## src/rtl/edo_seq_pkg.sv

```systemverilog
package edo_seq_pkg;

  typedef enum logic [2:0] {
    S_IDLE,    // waiting; page may be open
    S_ROWSET,  // row address set up, RAS# falls at the end
    S_RCD,     // RAS-to-CAS wait
    S_COL,     // column address set up
    S_WSET,    // write data set up before CAS# falls
    S_CASL,    // CAS# low
    S_CP,      // CAS# precharge
    S_PRE      // RAS# precharge
  } seq_state_t;

  function automatic int f_max(input int a, input int b);
    return (a > b) ? a : b;
  endfunction

  // bits needed to hold values 0..lim
  function automatic int f_cnt_w(input int lim);
    int w;
    w = 1;
    while ((1 << w) <= lim) w++;
    return w;
  endfunction

  // a cycle count has reached its programmed limit
  function automatic logic f_reached(input int cnt, input int lim);
    return cnt >= lim;
  endfunction

endpackage

```

## src/rtl/edo_page_tracker.sv

```systemverilog
module edo_page_tracker #(
  parameter int ROW_W = 12
) (
  input  logic             clk,
  input  logic             rst_n,
  input  logic             open_ev,
  input  logic             close_ev,
  input  logic [ROW_W-1:0] open_row_in,
  input  logic [ROW_W-1:0] probe_row,
  output logic             page_open,
  output logic             page_hit
);
  logic [ROW_W-1:0] open_row_q;

  always_ff @(posedge clk) begin
    if (!rst_n) begin
      page_open  <= 1'b0;
      open_row_q <= '0;
    end else if (close_ev) begin
      page_open <= 1'b0;
    end else if (open_ev) begin
      page_open  <= 1'b1;
      open_row_q <= open_row_in;
    end
  end

  assign page_hit = page_open && (open_row_q == probe_row);
endmodule

```

## src/rtl/edo_dq_guard.sv

```systemverilog
module edo_dq_guard #(
  parameter int T_WHZ = 1,
  parameter int T_OFF = 2
) (
  input  logic clk,
  input  logic rst_n,
  input  logic ras_n,
  input  logic cas_n,
  input  logic we_n,
  output logic dev_drive
);
  import edo_seq_pkg::*;

  localparam int GW = f_cnt_w(f_max(T_WHZ, T_OFF));

  logic          prev_cas;
  logic [GW-1:0] whz_cnt, whz_nx;
  logic [GW-1:0] off_cnt, off_nx;
  logic          read_edge;

  assign read_edge = prev_cas && !cas_n && we_n;

  always_comb begin
    if (we_n)                       whz_nx = '0;
    else if (whz_cnt == GW'(T_WHZ)) whz_nx = whz_cnt;
    else                            whz_nx = whz_cnt + 1'b1;
    if (!(ras_n && cas_n))          off_nx = '0;
    else if (off_cnt == GW'(T_OFF)) off_nx = off_cnt;
    else                            off_nx = off_cnt + 1'b1;
  end

  always_ff @(posedge clk) begin
    if (!rst_n) begin
      prev_cas  <= 1'b1;
      whz_cnt   <= '0;
      off_cnt   <= '0;
      dev_drive <= 1'b0;
    end else begin
      prev_cas <= cas_n;
      whz_cnt  <= whz_nx;
      off_cnt  <= off_nx;
      if (read_edge)
        dev_drive <= 1'b1;
      else if (f_reached(int'(whz_nx), T_WHZ) || f_reached(int'(off_nx), T_OFF))
        dev_drive <= 1'b0;
    end
  end
endmodule

```

## src/rtl/edo_rd_capture.sv

```systemverilog
module edo_rd_capture #(
  parameter int DATA_W = 8
) (
  input  logic              clk,
  input  logic              rst_n,
  input  logic              sample_en,
  input  logic [DATA_W-1:0] dq_in,
  output logic              rd_valid,
  output logic [DATA_W-1:0] rd_data
);
  always_ff @(posedge clk) begin
    if (!rst_n) begin
      rd_valid <= 1'b0;
      rd_data  <= '0;
    end else begin
      rd_valid <= sample_en;
      if (sample_en) rd_data <= dq_in;
    end
  end
endmodule

```

## src/rtl/edo_page_seq.sv

```systemverilog
module edo_page_seq #(
  parameter int ROW_W    = 12,
  parameter int COL_W    = 10,
  parameter int DATA_W   = 8,
  parameter int T_RCD    = 2,
  parameter int T_CAS    = 3,
  parameter int T_CP     = 1,
  parameter int T_RP     = 3,
  parameter int T_SAMPLE = 2,
  parameter int T_WHZ    = 1,
  parameter int T_OFF    = 2
) (
  input  logic                                  clk,
  input  logic                                  rst_n,
  input  logic                                  req_valid,
  output logic                                  req_ready,
  input  logic                                  req_write,
  input  logic [ROW_W-1:0]                      req_row,
  input  logic [COL_W-1:0]                      req_col,
  input  logic [DATA_W-1:0]                     req_wdata,
  input  logic                                  req_hold_page,
  input  logic                                  ref_grant,
  output logic                                  rd_valid,
  output logic [DATA_W-1:0]                     rd_data,
  output logic                                  dram_ras_n,
  output logic                                  dram_cas_n,
  output logic                                  dram_we_n,
  output logic                                  dram_oe_n,
  output logic [edo_seq_pkg::f_max(ROW_W,COL_W)-1:0] dram_addr,
  output logic [DATA_W-1:0]                     dram_dq_out,
  output logic                                  dram_dq_oe,
  input  logic [DATA_W-1:0]                     dram_dq_in
);
  import edo_seq_pkg::*;

  localparam int ADDR_W = f_max(ROW_W, COL_W);
  localparam int T_MAX  = f_max(f_max(T_RCD, T_CAS), f_max(T_CP, T_RP));
  localparam int CNT_W  = f_cnt_w(T_MAX);

  seq_state_t        state;
  logic [CNT_W-1:0]  cnt;
  logic              cur_write, cur_hold, pend;
  logic [ROW_W-1:0]  cur_row;
  logic [COL_W-1:0]  cur_col;
  logic [DATA_W-1:0] cur_wdata;

  // named internal events
  logic accept, page_open, page_hit, dev_drive, bus_free, sample_en;
  logic open_ev, close_ev;

  assign req_ready = (state == S_IDLE) && !ref_grant;
  assign accept    = req_valid && req_ready;
  assign bus_free  = !dev_drive;
  assign open_ev   = (state == S_ROWSET);
  assign close_ev  = (state == S_PRE);
  assign sample_en = (state == S_CASL) && !cur_write && (int'(cnt) == T_SAMPLE);

  edo_page_tracker #(.ROW_W(ROW_W)) u_track (
    .clk(clk), .rst_n(rst_n), .open_ev(open_ev), .close_ev(close_ev),
    .open_row_in(cur_row), .probe_row(req_row),
    .page_open(page_open), .page_hit(page_hit)
  );

  edo_dq_guard #(.T_WHZ(T_WHZ), .T_OFF(T_OFF)) u_guard (
    .clk(clk), .rst_n(rst_n), .ras_n(dram_ras_n), .cas_n(dram_cas_n),
    .we_n(dram_we_n), .dev_drive(dev_drive)
  );

  edo_rd_capture #(.DATA_W(DATA_W)) u_cap (
    .clk(clk), .rst_n(rst_n), .sample_en(sample_en), .dq_in(dram_dq_in),
    .rd_valid(rd_valid), .rd_data(rd_data)
  );

  always_ff @(posedge clk) begin
    if (!rst_n) begin
      state       <= S_IDLE;
      cnt         <= '0;
      dram_ras_n  <= 1'b1;
      dram_cas_n  <= 1'b1;
      dram_we_n   <= 1'b1;
      dram_oe_n   <= 1'b1;
      dram_addr   <= '0;
      dram_dq_out <= '0;
      dram_dq_oe  <= 1'b0;
      cur_write   <= 1'b0;
      cur_hold    <= 1'b0;
      cur_row     <= '0;
      cur_col     <= '0;
      cur_wdata   <= '0;
      pend        <= 1'b0;
    end else begin
      case (state)
        S_IDLE: begin
          if (accept) begin
            cur_write <= req_write;
            cur_hold  <= req_hold_page;
            cur_row   <= req_row;
            cur_col   <= req_col;
            cur_wdata <= req_wdata;
            if (page_hit) begin
              dram_addr <= ADDR_W'(req_col);
              dram_we_n <= ~req_write;
              dram_oe_n <= req_write;
              state     <= S_COL;
            end else if (page_open) begin
              dram_ras_n <= 1'b1;
              dram_oe_n  <= 1'b1;
              cnt        <= CNT_W'(1);
              pend       <= 1'b1;
              state      <= S_PRE;
            end else begin
              dram_addr <= ADDR_W'(req_row);
              state     <= S_ROWSET;
            end
          end else if (ref_grant && page_open) begin
            dram_ras_n <= 1'b1;
            dram_oe_n  <= 1'b1;
            cnt        <= CNT_W'(1);
            pend       <= 1'b0;
            state      <= S_PRE;
          end
        end
        S_ROWSET: begin
          dram_ras_n <= 1'b0;
          cnt        <= CNT_W'(1);
          state      <= S_RCD;
        end
        S_RCD: begin
          if (f_reached(int'(cnt), T_RCD - 1)) begin
            dram_addr <= ADDR_W'(cur_col);
            dram_we_n <= ~cur_write;
            dram_oe_n <= cur_write;
            state     <= S_COL;
          end else begin
            cnt <= cnt + 1'b1;
          end
        end
        S_COL: begin
          if (!cur_write) begin
            dram_cas_n <= 1'b0;
            cnt        <= CNT_W'(1);
            state      <= S_CASL;
          end else if (bus_free) begin
            dram_dq_oe  <= 1'b1;
            dram_dq_out <= cur_wdata;
            state       <= S_WSET;
          end
        end
        S_WSET: begin
          dram_cas_n <= 1'b0;
          cnt        <= CNT_W'(1);
          state      <= S_CASL;
        end
        S_CASL: begin
          if (f_reached(int'(cnt), T_CAS)) begin
            dram_cas_n <= 1'b1;
            dram_dq_oe <= 1'b0;
            dram_we_n  <= 1'b1;
            cnt        <= CNT_W'(1);
            state      <= S_CP;
          end else begin
            cnt <= cnt + 1'b1;
          end
        end
        S_CP: begin
          if (f_reached(int'(cnt), T_CP)) begin
            if (cur_hold) begin
              state <= S_IDLE;
            end else begin
              dram_ras_n <= 1'b1;
              dram_oe_n  <= 1'b1;
              cnt        <= CNT_W'(1);
              pend       <= 1'b0;
              state      <= S_PRE;
            end
          end else begin
            cnt <= cnt + 1'b1;
          end
        end
        S_PRE: begin
          if (f_reached(int'(cnt), T_RP)) begin
            if (pend) begin
              dram_addr <= ADDR_W'(cur_row);
              pend      <= 1'b0;
              state     <= S_ROWSET;
            end else begin
              state <= S_IDLE;
            end
          end else begin
            cnt <= cnt + 1'b1;
          end
        end
        default: state <= S_IDLE;
      endcase
    end
  end
endmodule

```

## config.mk

```make
export PLATFORM = sky130hd
export DESIGN_NAME = edo_page_seq
export DESIGN_NICKNAME = d
export VERILOG_FILES = /design/src/rtl/edo_seq_pkg.sv /design/src/rtl/edo_page_tracker.sv /design/src/rtl/edo_dq_guard.sv /design/src/rtl/edo_rd_capture.sv /design/src/rtl/edo_page_seq.sv
export SDC_FILE = /design/constraint.sdc
export NUM_CORES = 1
export LEC_CHECK = 0
export ABC_AREA = 1
export BUFFER_PORTS_ARGS = -buffer_cell sky130_fd_sc_hd__buf_4
export CORE_ASPECT_RATIO = 0.6
export CORE_MARGIN = 4
export CORE_UTILIZATION = 50
export DETAILED_ROUTE_END_ITERATION = 10
export GPL_TIMING_DRIVEN = 0
export PLACE_DENSITY = 0.86
export SKIP_LAST_GASP = 1
export SYNTH_ARGS = -nofsm -noshare
export SYNTH_HDL_FRONTEND = slang
export SYNTH_HIERARCHICAL = 1
export SYNTH_SLANG_ARGS = --single-unit
```

## constraint.sdc

```tcl
create_clock -name clk -period 1.5 [get_ports clk]
set_input_delay 0.225 -clock clk [delete_from_list [all_inputs] [get_ports clk]]
set_output_delay 0.225 -clock clk [all_outputs]
set_load 0.005 [all_outputs]
```

Yosys cells after proc, flatten, opt, wreduce, memory -nomap -nowiden
Cells that the tools add are included.
- flip-flop bits (word level): 91
- word-level logic and storage cells: 166
- output and inout port bits: 35
- reductions and logical operators: 36
- multiplexer cells: 64
- bitwise operators: 5
- $lt $le $gt $ge: 4
- equal/unequal tests: 31
- add/sub/neg operators: 3
- operators by type and width (kind ; number):
    two-way mux 12 bit ; 6
    one-hot mux 12 bit (3 select lines) ; 1
    two-way mux 3 bit ; 11
    two-way mux 2 bit ; 14
    two-way mux 1 bit ; 24
    one-hot mux 3 bit (8 select lines) ; 1
    AND reduction 6 bit ; 4
    != test 2 bit, second input constant ; 11
    nonzero test 3 bit ; 6
    one-hot mux 1 bit (3 select lines) ; 5
    one-hot mux 2 bit (7 select lines) ; 1
    AND reduction 7 bit ; 2
    == test 12 bit ; 1
    == test 3 bit, second input constant ; 4
    != test 3 bit, second input constant ; 4
    logical AND 1 bit ; 9
    adder 2 x 1 -> 2 bit, second input constant ; 3
    == test 3 x 2 -> 1 bit, second input constant ; 2
    != test 3 x 2 -> 1 bit, second input constant ; 2
    AND reduction 3 bit ; 2
    NOT 1 bit ; 5
    AND reduction 5 bit ; 1
    == test 2 bit, second input constant ; 2
    >= comparator 2 x 1 -> 1 bit, second input constant ; 2
    13 further kinds ; 20

Depth between registers and ports, before layout
Gate-level depths: netlist (run 1).
- depth after elaboration: 7
- depth in mapped cells: 17
- mapped depth without buffers: 16

Hierarchy
The synthesis (run 1) kept the hierarchy.
- modules (own cells, without submodules) (module ; instances ; area an instance (um^2) ; cells an instance):
    edo_page_seq ; 1 ; 3189.3 ; 498
    edo_page_tracker ; 1 ; 648.1 ; 99
    edo_rd_capture ; 1 ; 375.4 ; 54
    edo_dq_guard ; 1 ; 215.2 ; 27

Least setup slack after synthesis (run 1)
No wires, ideal clock.
- path type: flip-flop to flip-flop
- start: reg u_track.page_open
- end: reg dram_oe_n
- setup time: 0.130 ns
- clock period less this slack: 1.675 ns
- stages on the path, launching flop included: 15
- data required time: 1.370 ns
- slack: -0.175 ns
- arrival: 1.545 ns
- cell sequence: dfxtp_1 inv_1 nor2_1 nand2_1 nor2_1 nand2_1 nor2_1 inv_1 clkbuf_1 nand4_1 nor2_1 nor2_1 nand2_1 nand2_1 nand3_1
- longest elaborated chain between the ends: 4
- RTL lines (what ; RTL line ; RTL):
    start: declaration ; edo_page_tracker.sv:10 ; output logic page_open,
    start signal: assignment ; edo_page_tracker.sv:17 ; page_open <= 1'b0;
    start signal: assignment ; edo_page_tracker.sv:20 ; page_open <= 1'b0;
    start signal: assignment ; edo_page_tracker.sv:22 ; page_open <= 1'b1;
    logical AND 1 bit (*) ; edo_page_tracker.sv:27 ; assign page_hit = page_open && (open_row_q == probe_row);
    net page_hit ; edo_page_seq.sv:48 ; logic accept, page_open, page_hit, dev_drive, bus_free, sample_en;
    two-way mux 1 bit ; edo_page_seq.sv:100 ; if (page_hit) begin
    two-way mux 1 bit ; edo_page_seq.sv:94 ; if (accept) begin
    one-hot mux 1 bit (3 select lines) ; edo_page_seq.sv:92 ; case (state)
    end signal: assignment ; edo_page_seq.sv:103 ; dram_oe_n <= req_write;
    end signal: assignment ; edo_page_seq.sv:132 ; dram_oe_n <= cur_write;
    end: declaration ; edo_page_seq.sv:28 ; output logic dram_oe_n,
Mark *: on every way through the listed nets, which the timed path passes. The rest lies on a longest branch.
A chain may end at the register's enable or synchronous reset.

Worst setup path in the final report (run 1)
- start: reg u_track.open_row_q[3]
- end: reg dram_addr[0] (netlist name)
- longest elaborated chain between the ends: 5
- RTL lines (what ; RTL line ; RTL):
    start: declaration ; edo_page_tracker.sv:13 ; logic [ROW_W-1:0] open_row_q;
    start signal: assignment ; edo_page_tracker.sv:23 ; open_row_q <= open_row_in;
    == test 12 bit (*) ; edo_page_tracker.sv:27 ;
    logical AND 1 bit (*) ; edo_page_tracker.sv:27 ;
    net page_hit ; edo_page_seq.sv:48 ;
    two-way mux 12 bit ; edo_page_seq.sv:100 ;
    two-way mux 12 bit ; edo_page_seq.sv:94 ;
    one-hot mux 12 bit (3 select lines) ; edo_page_seq.sv:92 ;
    end signal: assignment ; edo_page_seq.sv:101 ; dram_addr <= ADDR_W'(req_col);
    end signal: assignment ; edo_page_seq.sv:112 ; dram_addr <= ADDR_W'(req_row);
    end signal: assignment ; edo_page_seq.sv:130 ; dram_addr <= ADDR_W'(cur_col);
    end: declaration ; edo_page_seq.sv:29 ; output logic [edo_seq_pkg::f_max(ROW_W,COL_W)-1:0] dram_addr,
Mark *: on every way through the listed nets, which the timed path passes. The rest lies on a longest branch. The select of a mux whose other input is x is not followed.

==> metrics.txt, run 1 <==
outcome=complete, but fails checks; failing checks=setup timing; worst endpoint data arrival time=approximately 2.3 ns; WHS=0.141 ns; commonest non-fill, non-tap cell in the layout=nand2_1; Clock Skew=between 0.008 and 0.009 ns; mux cell area share after synthesis=0%; worst path required time=1.78 ns; fin util=between 70% and 80%; GR Util met1=about 39%; most used routing layer=met1; Rel. slew slack=41.5%; vias in the first global route=around 4.4k; GRT Total Usage=between 20% and 30%; Worst setup SP type=flop; Syn-to-layout area delta=44.5%; hold depth=3; pin count of the biggest net entering global routing=16; RSZ-0062 raised after global routing=true; die height=roughly 81 um; met3 track demand over resource=around 6.6%; initial antenna violation count=0; cts hold-fix bufs=0; CTS Sinks=a little over 90; Synth Area in XOR/XNOR=0.791%; PnR worst setup slack=-0.480 ns; leakage=between 3 and 4 nW; drt total wl=between 15,000 and 20,000 um; root buf cell=clkbuf_16; count of input and output buffers=between 70 and 80; Main synth FF type=dfxtp_1; adder-cell share of the synthesized area=under 10%; Syn Area/Cell=~6.5 um^2; maximum VDD drop=around 0.9 mV; aggregate global routing overflow=0; max_cap viols=0; Layout Cells excl Fill=between 900 and 1k; dpl ws=-0.484 ns; main combinational cell family by area after synthesis=simple AND/OR/NAND/NOR gates; Worst Setup End Kind=flop; crit path time final=1.98 ns; Register-to-Register Path Depth=14; Slew @ Worst Pin=~0.88 ns; Hold Fails Final Rpt=0; first-pass GRT wire length=21,800 um; Multi-input gate area=~2500 um^2; Slew Viols, Final=0; Iter 0 DRT Violations=roughly 660; 1st-pass router iterations=5; CTS tree=done; share of layout cells above drive strength 1=about a third; Syn Inst Count=approximately 680; antenna diode count=0; number of synthesized flops with an enable pin=0; ANT nets after route=0; min-delay worst type=in2reg; P per Cell Area=roughly 1800 nW/um^2; Die ar.=around 10,000 um^2; instance area at placement=roughly 5200 um^2; Die X=~130 um; critical path type=reg2reg; setup_tns=-9.57 ns; syn_nets=between 700 and 800; sequential share of the synthesized area=slightly above 40%; flip-flop and latch count after synthesis=91; GR Util met2=roughly two fifths; post-detail-place hpwl=roughly 10000 um; post-placement cell count=868; H-tree lvl count=3; via count=between 5k and 6k; nets=roughly 860; Simple-Gate Fraction of Synth Area=between 30% and 40%; Clk Latency, worst-skew pair=0.35 ns; filler cell count=631; TritonCTS Buffers=9; CP max FO=10; clock buffer depth=2; number of remaining DRC errors=0; Post-synth ARST share=0%; FF/Latch Area=about 1800 um^2; yosys warns=6; Final Cycle Share=132%; Vias/cell=5.45; highest clock rate=roughly 500 MHz; Ports=79; DR WL/cell=~16 um; CTS clk-pin slew, worst paths=0.07 ns; Final Wtd Congestion=roughly 0.97; total power=between 10 and 15 mW; Final Setup Violations=51; Rows=26; Core Region=about 8600 um^2; Yosys cell types=28; Post-Syn Area=~4400 um^2; Compound-Gate Fraction of Synth Area=around 14%; Post-Layout Inst Area=6400 um^2; Initial Util=between 50 and 60%; most frequent cells in the layout=nand2_1, nor2_1, buf_4, dfxtp_1, inv_1
## where the power goes
group          leakage [nW]  switching, mW  internal (mW)  total (mW)
logic                  2.17           3.18           2.41        5.59
registers             0.747          0.445           3.06        3.51
clock network         0.145           1.00           1.34        2.34
## flip-flops by register name, summed over array words and instances (netlist names)
name and count:
cur_row 12, dram_addr 12, u_track/open_row_q 12, cur_col 10, cur_wdata 8, dram_dq_out 8
u_cap/rd_data 8, state 3, cnt 2, u_guard/off_cnt 2, u_guard/whz_cnt 2, cur_hold 1
cur_write 1, dram_cas_n 1, dram_dq_oe 1, dram_oe_n 1, dram_ras_n 1, dram_we_n 1
pend 1, u_cap/rd_valid 1, u_guard/dev_drive 1, u_guard/prev_cas 1, u_track/page_open 1
## routing by layer
layer	wire, um	up-vias
li1	-	2381
met1	6790	2321
met2	6270	305
met3	1900	33
met4	226	0
met5	0	-
## cells by family after synthesis
family          count (synthesis)
simple gates                  339
compound gates                123
buf+inv                       116
flops                          91
fa+ha+maj                       5
xor+xnor                        4
## what timing repair did
action / 4_1_cts / 5_1_grt
gates cloned: 1 / 8
resized for setup: 47 / 142
setup buffers: 11 / 21
setup endpoints to repair: 82 / 80
pin swaps: 25 / 32
## cell usage after synthesis, types with 2 or more instances
cell,instances,area (um^2)
clkbuf_1,15,56.3
o21ai_0,56,280
o21ai_1,2,10.0
nor2_4,2,22.5
xnor2_1,2,17.5
ha_1,5,62.6
buf_2,6,30.0
a21oi_1,61,305
dfxtp_1,91,1820
inv_1,81,304
nand4_1,6,37.5
nor2_2,8,50.1
nor2_1,116,435
xor2_1,2,17.5
nand2_1,163,612
nand3_1,32,160
buf_6,4,45.0
nand2_2,5,31.3
inv_2,8,30.0
nand3b_1,4,30.0
buf_4,2,15.0
## cell type report
class / count / share of cell area (%)
Clock buffer: 10 / 3.73
Tap cell: 112 / 2.19
Buffer: 26 / 3.95
Clock inverter: 6 / 0.997
Inverter: 89 / 5.46
Timing Repair Buffer: 117 / 15.8
Timing Repair inverter: 1 / 0.117
Multi-Input combinational cell: 472 / 39.0
Sequential cell: 91 / 28.7
## worst max-delay path, cell delays in order, from the launching register on
cell and delay, ns:
dfxtp_1 0.37, xnor2_1 0.15, nand2_1 0.09, nor2_1 0.09, nand2_1 0.09, nor2_4 0.21
clkbuf_8 0.22, nand2_1 0.07, inv_1 0.05, a21oi_1 0.04, nor2_1 0.12, nor2_1 0.09
nand3_1 0.10, nand2_1 0.10, nor2_1 0.14
## final timing paths
kind	from	to	slack [ns]
hold reg to reg	u_guard/whz_cnt[0]$_SDFF_PN0_	u_guard/whz_cnt[1]$_SDFF_PN0_	0.42
setup / recovery	u_track/open_row_q[3]$_SDFFE_PN0P_	dram_addr[0]$_SDFFE_PN0P_	-0.48
hold / removal	req_wdata[1]	cur_wdata[1]$_SDFFE_PN0P_	0.14
setup reg to reg	u_track/open_row_q[3]$_SDFFE_PN0P_	dram_addr[0]$_SDFFE_PN0P_	-0.48
Power figures use the tool's default switching activity.
==> run 2: changes to the inputs <==
PLACE_DENSITY = 0.74   (was 0.86)
SYNTH_HIERARCHICAL = default   (was 1)
==> metrics.txt, run 2 <==
share of layout cells above drive strength 1=38.4% (+6.7 points); Main synth FF type=dfxtp_1; aggregate global routing overflow=0 (unchanged); Layout Cells excl Fill=947 (+2.5%); clock buffer depth=2 (unchanged); post-detail-place hpwl=11,100 um (+11%); Initial Util=52.4% (+0.61 points); Final Wtd Congestion=0.993 (+1.9%); FF-to-FF setup slack=-0.29 ns (+0.19 ns); commonest non-fill, non-tap cell in the layout=nand2_1; CP max FO=10 (unchanged); Reg2Reg Launch Point=state[2]$_SDFFE_PN0P_; Hold Startpoint=dram_dq_in[2]; Slew Viols, Final=0 (unchanged); Die ar.=10,700 um^2 (+2.5%); highest clock rate=558 MHz (+10%); number of remaining DRC errors=0 (unchanged); Iter 0 DRT Violations=706 (+7.6%); 1st-pass router iterations=6 (+1); Largest regs=cur_row (12), dram_addr (12), u_track.open_row_q (12); Slew @ Worst Pin=0.804 ns (-0.0742 ns); critical path type=reg2reg; Yosys top cell by area=dfxtp_1; worst reg2reg path endpoint=dram_addr[1]$_SDFFE_PN0P_; Core Region=8690 um^2 (+1.5%); Syn Inst Count=698 (+2.9%); post-placement cell count=887 (+2.2%); pin count of the biggest net entering global routing=16 (unchanged); antenna diode count=0 (unchanged); CTS tree=done; flip-flop and latch count after synthesis=91 (unchanged); PnR worst setup slack=-0.294 ns (+0.186 ns); failing checks=setup timing; via count=5,440 (+7.9%); sequential share of the synthesized area=40.1% (-1.1 points); H-tree lvl count=3 (unchanged); most frequent cell after synthesis=nand2_1; worst endpoint data arrival time=2.04 ns (-0.22 ns); nets=879 (+2.7%); min-delay worst type=in2reg; initial antenna violation count=0 (unchanged); Clk Latency, worst-skew pair=0.35 ns (about the same); most frequent cells in the layout=nand2_1, buf_4, inv_1, dfxtp_1, a21oi_1; max_cap viols=0 (unchanged); yosys warns=0 (-6); Rel. slew slack=46.4% (+4.9 points); Register-to-Register Path Depth=8 (-6); Yosys cell types=30 (+7.1%); Hold Fails Final Rpt=0 (unchanged); outcome=complete, but fails checks; crit path time final=1.79 ns (-0.186 ns); count of input and output buffers=77 (-1.3%); Syn-to-layout area delta=49.2%; Worst setup SP type=flop; leakage=3.09 nW (+1.0%); syn_nets=747 (+2.8%); die height=81.9 um (+1.2%); drt total wl=17,500 um (+15%); Final Setup Violations=45 (-12%); setup_tns=-4.97 ns (+4.60 ns); CTS Sinks=91 (unchanged); Worst Setup End Kind=flop; ANT nets after route=0 (unchanged); maximum VDD drop=0.837 mV (-9.8%); cts hold-fix bufs=0 (unchanged); top cells by area, synth=dfxtp_1, nand2_1, inv_1; Final Cycle Share=120% (-12 points); number of synthesized flops with an enable pin=0 (unchanged); Post-Syn Area=4550 um^2 (+2.7%); first-pass GRT wire length=24,600 um (+13%); Ports=79 (unchanged); CTS clk-pin slew, worst paths=0.07 ns (about the same); Syn Area/Cell=6.52 um^2 (-0.23%); Clock Skew=0.00542 ns (-0.00302 ns); TritonCTS Buffers=9 (unchanged); vias in the first global route=4,788 (+8.6%); worst path required time=1.75 ns (-0.03 ns); Die X=131 um (+1.3%); root buf cell=clkbuf_16; share of the synthesized area in the top cell type=40.1% (-1.1 points); DR WL/cell=18.5 um (+13%); GRT Total Usage=29.1% (+2.7 points); Post-synth ARST share=0% (unchanged); hold depth=3 (unchanged); WHS=0.121 ns (-0.0201 ns); Synth top cells by count=nand2_1, inv_1, dfxtp_1; RSZ-0062 raised after global routing=true; P per Cell Area=1750 nW/um^2 (-1.9%); Rows=26 (unchanged); Hold Path End=u_cap.rd_data[2]$_SDFFE_PN0P_; Vias/cell=5.74 (+5.3%)
-- run 2: cell count changes in the layout (fill, tap and decap cells not counted), moves of 9 or more --
cell and change:
inv_1 +28, a21oi_1 +11, nand2_1 -24, nand2_2 +10, o21ai_2 +9, a21oi_2 -12, nand3_1 -17, nor2_4 +9
nand4_1 +11, o22ai_1 +11, nor2_1 -52
-- run 2: worst max path at each step --
stage	from	to	slack (ns)
6_report	state[2]$_SDFFE_PN0P_	dram_addr[1]$_SDFFE_PN0P_	-0.29
5_1_grt	state[1]$_SDFFE_PN0P_	dram_addr[6]$_SDFFE_PN0P_	-0.28
4_1_cts	u_track.open_row_q[3]$_SDFFE_PN0P_	dram_addr[4]$_SDFFE_PN0P_	-0.10
3_5_place_dp	state[1]$_SDFFE_PN0P_	dram_dq_out[6]$_SDFFE_PN0P_	-0.44
3_3_place_gp	state[1]$_SDFFE_PN0P_	dram_dq_out[6]$_SDFFE_PN0P_	-0.40
2_1_floorplan	state[2]$_SDFFE_PN0P_	dram_addr[10]$_SDFFE_PN0P_	0.003
-- run 2: power by group --
group          internal, mW  switching [mW]  leakage [nW]
logic                  2.58            3.73          2.20
registers              2.99           0.408         0.749
clock network          1.17            1.01         0.139
-- run 2: worst max-delay path, stage by stage (launching register included) --
cell and delay, ns:
dfxtp_4 0.43, nor2_4 0.06, nand2_2 0.14, clkbuf_1 0.47
o22ai_1 0.18, inv_1 0.14, nand3_4 0.09, nor2_4 0.13
nor2_1 0.05
-- run 2: metrics by stage --
stage                     setup slack, ns  area [um^2]  utilization (%)  total power [mW]
after floorplan                   0.00294         4570                -              6.00
after global placement             -0.401         5290             60.9              7.15
after global routing               -0.280         6790             78.1              12.4
after CTS                          -0.103         6040             69.6              10.4
final                              -0.294         6790             78.1              11.9
after detailed placement           -0.442         5290             60.9              7.30
-- run 2: repair_timing --
item / 4_1_cts / 5_1_grt
hold endpoints to repair: 0 / 0
cloned: 3 / 2
buffers inserted: 22 / 18
pin swaps: 30 / 62
gates resized for setup: 95 / 204
endpoints found under the setup margin: 82 / 69
-- run 2: metal layers --
layer / global-route usage [%] / vias to the layer above / part of all wire (%)
met5: 0 / - / 0
met4: 7.55 / 0 / 2.8
met3: 9.36 / 57 / 12
met2: 42.6 / 348 / 41
met1: 41.5 / 2555 / 44
li1: - / 2480 / -
-- run 2: kinds of logic (layout without fill, tap and decap cells) --
logic type,count (synthesis),after routing,synth area share (%)
AND/OR/NAND/NOR,297,298,28.0
buffers and inverters,156,292,13.4
adder cells (fa/ha/maj),5,5,1.38
AO/OA/AOI/OAI,146,146,16.6
flip-flops,91,91,40.1
XOR/XNOR,3,3,0.578
-- run 2: cell type report --
class	count	area, um^2
inverters	124	498
multi-input cells	452	2780
well taps	112	140
flip-flops and latches	91	1850
repair buffers	120	990
clock inverters	6	40.0
plain buffers	32	254
clock buffers	10	239
fillers	584	1900
==> run 3: changes to the inputs <==
--- a/config.mk
+++ b/config.mk
@@ -11,6 +11,6 @@
 export CORE_MARGIN = 4
-export CORE_UTILIZATION = 50
+export CORE_UTILIZATION = 40
 export DETAILED_ROUTE_END_ITERATION = 10
 export GPL_TIMING_DRIVEN = 0
-export PLACE_DENSITY = 0.74
+export PLACE_DENSITY = 0.62
 export SKIP_LAST_GASP = 1
--- a/constraint.sdc
+++ b/constraint.sdc
@@ -3,2 +3,2 @@
 set_output_delay 0.225 -clock clk [all_outputs]
-set_load 0.005 [all_outputs]
+set_load 0.05 [all_outputs]
==> metrics.txt, run 3 (synthesis results as in run 2) <==
worst path required time=1.74 ns (about the same); aggregate global routing overflow=0 (unchanged); crit path buf inv count=3 (+1); maximum VDD drop=0.706 mV (-16%); Largest regs=cur_row (12), dram_addr (12), u_track.open_row_q (12); initial antenna violation count=0 (unchanged); min-delay worst type=in2reg; DR WL/cell=16.9 um (-8.5%); Clk pwr share=19.4% (+1.1 points); Switch Pwr=5.23 mW (+1.5%); Die X=146 um (+11%); H-tree lvl count=3 (unchanged); CP most frequent cell=nor2_4; ANT nets after route=0 (unchanged); drt total wl=16,400 um (-6.5%); Worst setup SP type=flop; Setup crit start=cnt[0]$_SDFFE_PN0P_; slowest stage delay, CP=0.37 ns (-0.10 ns); most frequent cells in the layout=nand2_1, buf_4, inv_1, dfxtp_1, a21oi_1; Final Setup Violations=21 (-53%); P per Cell Area=1840 nW/um^2 (+5.1%); count of input and output buffers=77 (unchanged); CP max FO=5 (-5); Internal Pwr Total=6.65 mW (-1.3%); crit path time final=1.65 ns (-0.144 ns); Slew Viols, Final=0 (unchanged); total power=11.9 mW (about the same); pin count of the biggest net entering global routing=15 (-1); Die ar.=13,200 um^2 (+23%); antenna diode count=0 (unchanged); CTS tree=done; nets=872 (-0.80%); failing checks=setup timing; CP Capture Point=dram_addr[1]$_SDFFE_PN0P_; vias in the first global route=4,568 (-4.6%); worst reg2reg path endpoint=dram_addr[1]$_SDFFE_PN0P_; root buf cell=clkbuf_16; RSZ-0062 raised after global routing=true; via count=5,088 (-6.5%); cell family with most CP delay=simple AND/OR/NAND/NOR gates; post-detail-place hpwl=11,700 um (+5.6%); Hold Fails Final Rpt=0 (unchanged); commonest non-fill, non-tap cell in the layout=nand2_1; Ports=79 (unchanged); Syn-to-layout area delta=41.8%; first-pass GRT wire length=25,000 um (+1.9%); die height=90.6 um (+11%); PnR worst setup slack=-0.150 ns (+0.144 ns); Clk Latency, worst-skew pair=0.34 ns (about the same); Core Region=10,800 um^2 (+24%); Iter 0 DRT Violations=530 (-25%); TritonCTS Buffers=9 (unchanged); Worst path slowest cell=dfxtp_4; max_cap viols=0 (unchanged); Reg2Reg Launch Point=cnt[0]$_SDFFE_PN0P_; Rel. slew slack=55.4% (+9.0 points); outcome=complete, but fails checks; share of layout cells above drive strength 1=34.4% (-4.0 points); dpl ws=-0.513 ns (-0.0710 ns); Final Wtd Congestion=0.874 (-12%); Initial Util=42.1% (-10 points); instance count on the critical path=10 (+2); Worst Setup End Kind=flop; Comb power frac=52.2% (-0.9 points); highest clock rate=606 MHz (+8.7%); Final Cycle Share=110% (-9.6 points); worst endpoint data arrival time=1.89 ns (-0.15 ns); FF-to-FF setup slack=-0.15 ns (+0.14 ns); sequential power share=28.4% (-0.2 points); critical path type=reg2reg; GRT Total Usage=24.0% (-5.1 points); Register-to-Register Path Depth=10 (+2); Vias/cell=5.26 (-8.4%); Slew @ Worst Pin=0.669 ns (-0.135 ns); Rows=29 (+12%); CP Cell Sequence=inv_4, ha_4, inv_2, nor2_2, or2_4, nor2_4, buf_6, nand3_2, nor2_4, nor2_1; number of remaining DRC errors=0 (unchanged); leakage=2.97 nW (-3.8%); CTS clk-pin slew, worst paths=0.07 ns (about the same); clock buffer depth=2 (unchanged); switching share of power=44.0% (+0.68 points); Clock Skew=0.00795 ns (+0.00253 ns); 1st-pass router iterations=6 (unchanged); CTS Sinks=91 (unchanged)
## run 3: worst min-delay path: cells and delay by family
kind            cells  cell delay (ns)
simple gates        1             0.05
compound gates      1             0.07
buf+inv             1             0.10
## run 3: worst min path at each step
stage          depth (start not counted)                           from                            end
2_1_floorplan                          2                      req_write         dram_oe_n$_SDFFE_PN1P_
3_3_place_gp                           1  u_guard.whz_cnt[0]$_SDFF_PN0_  u_guard.whz_cnt[1]$_SDFF_PN0_
3_5_place_dp                           1  u_guard.whz_cnt[0]$_SDFF_PN0_  u_guard.whz_cnt[1]$_SDFF_PN0_
4_1_cts                                3                      req_write         dram_oe_n$_SDFFE_PN1P_
5_1_grt                                3                      req_write         dram_oe_n$_SDFFE_PN1P_
6_report                               3                      req_write         dram_oe_n$_SDFFE_PN1P_
## run 3: what timing repair did
action | 4_1_cts | 5_1_grt
setup endpoints to repair | 82 | 81
buffers inserted | 25 | 8
hold buffers | 0 | 0
resized for setup | 106 | 92
pin swaps | 31 | 49
gates cloned | 4 | 0
## run 3: power by group through the flow
stage	clock (mW)	combinational, mW	sequential [mW]
after detailed placement	0	4.59	3.36
after global placement	0	4.54	3.34
after global routing	2.44	6.71	3.44
after floorplan	0	2.82	3.80
final	2.30	6.20	3.37
after CTS	2.34	5.51	3.33
## run 3: area by class of cell
type                    count  area, um^2
plain buffers              32         228
clock buffers              12         246
clock inverters             4        48.8
fillers                  1049        4370
inverters                 124         487
multi-input cells         451        2510
flip-flops and latches     91        1850
well taps                 139         174
repair buffers            114         906
## run 3: metal layers
layer,share of wire [%],track usage [%],vias up
met5,0,0,-
met4,1.1,5.69,0
met3,11,7.02,17
met1,49,37.5,2335
met2,39,31.6,276
li1,-,-,2460
## run 3: per-stage QoR
| stage | utilization [%] | cells | TNS (ns) | area [um^2] | hold WS (ns) |
|---|---|---|---|---|---|
| floorplan | - | 698 | -0.713 | 4600 | 0.344 |
| global placement | 49.5 | 914 | -12.09 | 5350 | 0.406 |
| detailed placement | 49.5 | 914 | -13.94 | 5350 | 0.426 |
| CTS | 57.0 | 959 | -1.32 | 6160 | 0.115 |
| global route | 59.6 | 967 | -4.28 | 6450 | 0.133 |
| finish | 59.6 | 967 | -2.03 | 6450 | 0.121 |
